`config.mk`:
```
export PLATFORM = sky130hd
export DESIGN_NAME = pad_scan_reg
export DESIGN_NICKNAME = d
export VERILOG_FILES = /design/src/rtl/pad_scan_pkg.sv /design/src/rtl/scan_first_stage.sv /design/src/rtl/scan_update_stage.sv /design/src/rtl/scan_cell.sv /design/src/rtl/pad_scan_reg.sv
export SDC_FILE = /design/constraint.sdc
export NUM_CORES = 1
export LEC_CHECK = 0
export BUFFER_PORTS_ARGS = -buffer_cell sky130_fd_sc_hd__buf_2
export CAP_MARGIN = 20
export CORE_AREA = 5 5 42 44
export CTS_CLUSTER_DIAMETER = 50
export DETAILED_ROUTE_END_ITERATION = 7
export DIE_AREA = 0 0 47 49
export HOLD_SLACK_MARGIN = 0.12
export PLACE_DENSITY = 0.45
export SYNTH_ARGS = -nofsm -noshare
export SYNTH_HDL_FRONTEND = slang
export SYNTH_SLANG_ARGS = --single-unit
```
`constraint.sdc`:
```
create_clock -name tck -period 1.2 [get_ports tck]
set_clock_uncertainty 0.15 [all_clocks]
set_input_delay 0.24 -clock tck [delete_from_list [all_inputs] [get_ports tck]]
set_output_delay 0.24 -clock tck [all_outputs]
set_load 0.03 [all_outputs]
```
`src/rtl/pad_scan_pkg.sv`:
```
// Shared constants for the pad boundary scan register.
// Assumes a single pad served by three cells; the indices fix the chain order.
package pad_scan_pkg;
    localparam int CELL_CNT = 3;   // cells in the chain
    localparam int IDX_RX   = 0;   // receive cell, nearest scan_in
    localparam int IDX_TX   = 1;   // drive cell
    localparam int IDX_EN   = 2;   // enable cell, nearest scan_out
endpackage

```
`src/rtl/scan_first_stage.sv`:
```
// First stage of a scan cell: captures the functional bit or shifts the serial bit.
// Assumes shift_en has priority over capture_en; changes on the rising test clock edge.
module scan_first_stage (
    input  logic tck,
    input  logic rst_n,
    input  logic ser_in,
    input  logic func_in,
    input  logic shift_en,
    input  logic capture_en,
    output logic stage_q
);
    logic next_d;

    // Select the value loaded on the next rising edge.
    always_comb begin
        if (shift_en)        next_d = ser_in;
        else if (capture_en) next_d = func_in;
        else                 next_d = stage_q;
    end

    // Register the selected value, clearing it under reset.
    always_ff @(posedge tck) begin
        if (!rst_n) stage_q <= 1'b0;
        else        stage_q <= next_d;
    end

    AST_SHIFT_LOAD: assert property (@(posedge tck) disable iff (!rst_n)
        shift_en |=> stage_q == $past(ser_in));
    AST_SHIFT_WINS: assert property (@(posedge tck) disable iff (!rst_n)
        (shift_en && capture_en) |=> stage_q == $past(ser_in));
    AST_CAPTURE_LOAD: assert property (@(posedge tck) disable iff (!rst_n)
        (capture_en && !shift_en) |=> stage_q == $past(func_in));
    AST_IDLE_HOLD: assert property (@(posedge tck) disable iff (!rst_n)
        (!capture_en && !shift_en) |=> $stable(stage_q));
endmodule

```
`src/rtl/scan_update_stage.sv`:
```
// Second stage of a scan cell: copies the first stage when update is strobed.
// Assumes loading on the falling test clock edge so the output stays still during shifts.
module scan_update_stage (
    input  logic tck,
    input  logic rst_n,
    input  logic src_q,
    input  logic update_en,
    output logic hold_q
);
    // Load or keep the held value on the falling edge.
    always_ff @(negedge tck) begin
        if (!rst_n)         hold_q <= 1'b0;
        else if (update_en) hold_q <= src_q;
    end

    AST_UPDATE_LOAD: assert property (@(negedge tck) disable iff (!rst_n)
        update_en |=> hold_q == $past(src_q));
    AST_UPDATE_HOLD: assert property (@(negedge tck) disable iff (!rst_n)
        !update_en |=> $stable(hold_q));
endmodule

```
`src/rtl/scan_cell.sv`:
```
// One boundary scan cell: first stage, second stage and the mode selector.
// Assumes par_out must follow func_in with no delay when test_mode is low.
module scan_cell (
    input  logic tck,
    input  logic rst_n,
    input  logic ser_in,
    input  logic func_in,
    input  logic shift_en,
    input  logic capture_en,
    input  logic update_en,
    input  logic test_mode,
    output logic ser_out,
    output logic par_out
);
    logic held;

    scan_first_stage u_first (
        .tck        (tck),
        .rst_n      (rst_n),
        .ser_in     (ser_in),
        .func_in    (func_in),
        .shift_en   (shift_en),
        .capture_en (capture_en),
        .stage_q    (ser_out)
    );

    scan_update_stage u_second (
        .tck       (tck),
        .rst_n     (rst_n),
        .src_q     (ser_out),
        .update_en (update_en),
        .hold_q    (held)
    );

    // Choose between the functional path and the held test value.
    always_comb begin
        par_out = test_mode ? held : func_in;
    end
endmodule

```
`src/rtl/pad_scan_reg.sv`:
```
// Boundary scan register for one tri-state bidirectional pad.
// Chains the receive, drive and enable cells from scan_in to scan_out.
// Assumes the port controller supplies the shift, capture, update and mode strobes.
module pad_scan_reg
    import pad_scan_pkg::*;
(
    input  logic tck,
    input  logic rst_n,
    input  logic scan_in,
    input  logic shift_en,
    input  logic capture_en,
    input  logic update_en,
    input  logic test_mode,
    input  logic core_out,
    input  logic core_oe,
    input  logic pad_in,
    output logic pad_out,
    output logic pad_oe,
    output logic core_in,
    output logic scan_out
);
    logic [CELL_CNT-1:0] func_vec;
    logic [CELL_CNT-1:0] par_vec;
    logic [CELL_CNT-1:0] ser_vec;

    // Gather the functional sources of each cell.
    always_comb begin
        func_vec         = '0;
        func_vec[IDX_RX] = pad_in;
        func_vec[IDX_TX] = core_out;
        func_vec[IDX_EN] = core_oe;
    end

    for (genvar g = 0; g < CELL_CNT; g++) begin : g_cell
        logic link_in;
        if (g == 0) begin : g_head
            assign link_in = scan_in;
        end else begin : g_link
            assign link_in = ser_vec[g-1];
        end

        scan_cell u_cell (
            .tck        (tck),
            .rst_n      (rst_n),
            .ser_in     (link_in),
            .func_in    (func_vec[g]),
            .shift_en   (shift_en),
            .capture_en (capture_en),
            .update_en  (update_en),
            .test_mode  (test_mode),
            .ser_out    (ser_vec[g]),
            .par_out    (par_vec[g])
        );
    end

    // Route the cell outputs to the pad, the core and the chain tail.
    always_comb begin
        core_in  = par_vec[IDX_RX];
        pad_out  = par_vec[IDX_TX];
        pad_oe   = par_vec[IDX_EN];
        scan_out = ser_vec[CELL_CNT-1];
    end

    AST_BYPASS_PATH: assert property (@(posedge tck) disable iff (!rst_n)
        !test_mode |-> (pad_oe == core_oe && pad_out == core_out));
endmodule

```
## Word level (Yosys, flattened, before mapping)

Cells that the tools add are included.
Widths: inputs -> output; s select.

- Register bits: 6
- Input bits: 10
- Output and inout port bits: 4
- Word-level logic and storage cells: 16

- Multiplexer cells: 9
- Reductions and logical operators: 1

Operators with widths:

| cell | count |
|---|---|
| $mux 1 | 9 |
| $reduce_bool 2->1 | 1 |

## Longest topological paths before layout

- Word-level depth: 2
- Depth in mapped cells: 2
- Gate-level depth less buffers: 2

## Modules after synthesis

From an unflattened synthesis, not the netlist that was laid out.

- Cell total of the unflattened synthesis: 27
- Area, all modules: 307.8 sq um

Modules (own cells, without submodules):

| module | times used | cells an instance | area each (sq um) | sequential area each (sq um) |
|---|---|---|---|---|
| scan_first_stage | 3 | 4 | 47.5 | 20.0 |
| scan_update_stage | 3 | 4 | 40.0 | 20.0 |
| scan_cell | 3 | 1 | 15.0 | 0.0 |

==> results.ini <==
[logic_synthesis]
syn-mean-instance-area_um2=11.6
synth.yosys.warnings=0
post_synth_instance_area_um2=289
post_synthesis_net_count=35
ys_seq_elements=6
synth.lib_cells_used.distinct=8
postSynthCellCount=25
synth.yosys.seq_area_share_pct=41.6

[power_and_ir_drop]
p_leak_nw=0.255
power.ir.vdd_worst_mv=0.357
p_per_area_nw_per_um2=1270
totalPowerFinal_uw=596

[final_layout]
final_net_count=57
area_growth_syn_to_layout_pct=62.3
layout_common_cells=9 x buf_2, 4 x mux2_4, 4 x clkbuf_4, 4 x buf_6
total_inserted_antenna_cells=0
filler_cell_count=170
instances_no_fill=62
mostFrequentLayoutCell=buf_2
layout_cell_share_with_drive_strength_beyond_1_pct=54.3

[detailed_routing]
antenna_left=0
first_iter_violations=6
routed_wire_length_per_instance_um=12.0
wl_um=744
drc=0
drt-pass1-iter-count=2
route.detailed.vias_per_inst=4.31
num_vias=267

[global_routing]
number_of_antenna_violations_at_the_first_check_in_global_routing=0
grt-ovfl-total=0
wire_length_of_the_first_global_routing_pass_mm=1.03
grt_start_max_net_pins=7
globalRouteTotalUtil_pct=6.91
vias_in_the_first_global_route=259

[status]
result_of_the_run=finished with violations
violations=negative setup slack

[clocking]
total_clock_buffers_created_by_cts=3
cts_hold_repair_buffers=0
htree_num_levels=1
clock_sinks=6
ctsLongestPathBuffers=2
tritoncts=built
clockRootBuffer=clkbuf_4
insertion_delay_ps=260
clk_pin_slew_worst_paths_ps=50

[worst_setup_path]
cp_data_required_time_ps=810
timing_worst_setup_path_type=reg2out
worstPathBufferInverterCount=1
cp_slowest_cell=dfxtp_1
timing.critical_path.arrival_ps=1610
cp_cell_sequence=mux2_4, buf_6
critical_path.startpoint_type=register
crit_path_max_incr_delay_ps=300
worst_path_dominant_cell_family=flip-flops
endpoint_kind=primary output
critPathMaxFanout=2

[floorplan]
fp.dieW_um=47
core.rowCount=14
floorplan.die_area_um2=2300
design.portCount=14
die_height_um=49
initial_core_util_pct=20.6
fp.coreArea_um2=1400

[timing]
finalHoldViolCount=0
setup-violations-final=6
slew_viol_final=0
setup-tns-final_ps=-2720
worst_slew_margin_relative_to_its_limit_pct=91.9
timing_worst_slew_pin_value_ps=118
rsz0062_at_grt=yes
layout_setup_ws_ps=-800

[placement]
numPortBuffers=13
gpl.final_weighted_congestion=0.687
preCtsSetupSlack_ps=-506
place_hpwl_um=567
placed_cells=55

[worst_hold_path]
worst_hold_path_type=in2reg

[run]
max_cap_viol_count=0

-- synth_stat cells --
cell type  count  area share, %
dfxtp_1        6             42
nand2b_1       3            6.5
mux2_2         3             12
inv_1          1            1.3
nor2b_1        3            6.5
o211a_1        3             10
mux2i_1        3             10
mux2_1         3             12
-- through the flow --
step                hold slack [ps]  utilization [%]  instance area (um2)
floorplan                       213                -                  304
global placement                350             28.3                  397
global route                    142             33.5                  469
detailed placement              362             28.3                  397
finish                          141             33.5                  469
CTS                             156             32.8                  459
-- sequential cells by signal, indices dropped and copies added (netlist names) --
signal / cells
g_cell.u_cell.u_second.hold_q: 3
g_cell.u_cell.u_first.stage_q: 3
-- worst reg2reg max path: stages, from the launching register on --
cell and delay (ps):
dfxtp_4 340, mux2i_1 130, nor2b_1 60
-- power by group --
group / total [mW] / switching [mW] / internal (mW)
clock: 0.257 / 0.116 / 0.141
combinational: 0.120 / 0.0524 / 0.0673
sequential: 0.220 / 0.00701 / 0.213
total: 0.596 / 0.175 / 0.421
-- path summary, 6_finish.rpt --
path                                                               startpoint                                            end  slack [ps]  cells after the start
worst min-delay path                                                 shift_en  g_cell[1].u_cell.u_first.stage_q$_SDFFE_PN0P_         140                      2
worst max-delay path            g_cell[1].u_cell.u_second.hold_q$_SDFFE_NN0P_                                        pad_out        -800                      2
worst max register to register  g_cell[2].u_cell.u_first.stage_q$_SDFFE_PN0P_  g_cell[2].u_cell.u_second.hold_q$_SDFFE_NN0P_        -130                      2
worst min register to register  g_cell[2].u_cell.u_second.hold_q$_SDFFE_NN0P_  g_cell[2].u_cell.u_second.hold_q$_SDFFE_NN0P_         360                      2
-- cells by family (layout without fill, tap and decap cells) --
| logic type | after synthesis | count (layout) | synth area share, % |
|---|---|---|---|
| AOI/OAI and AO/OA | 3 | 3 | 10.4 |
| and+or+nand+nor | 6 | 6 | 13.0 |
| muxes | 9 | 9 | 33.8 |
| buffers and inverters | 1 | 22 | 1.30 |
| DFF | 6 | 6 | 41.6 |
-- what timing repair did --
action,in CTS,in global routing
hold endpoints to repair,0,0
pin swaps,0,1
gates cloned,0,0
resized for setup,8,3
endpoints found under the setup margin,6,8
buffers inserted,1,0
-- cell type report --
class / count / area, um2 / area share [%]
clock buffer: 4 / 26.3 / 5.60
tap: 16 / 20.0 / 4.27
sequential: 6 / 126 / 26.9
timing repair buffer: 15 / 105 / 22.4
clock inverter: 3 / 11.3 / 2.40
multi-input combinational: 18 / 180 / 38.4
-- routing by layer --
layer	GRT usage, %	wire length (um)
met5	0	0
met4	9.68	36
met3	2.21	72
met2	9.95	350
met1	5.95	283
No activity file was read; power rests on OpenSTA's default activity.
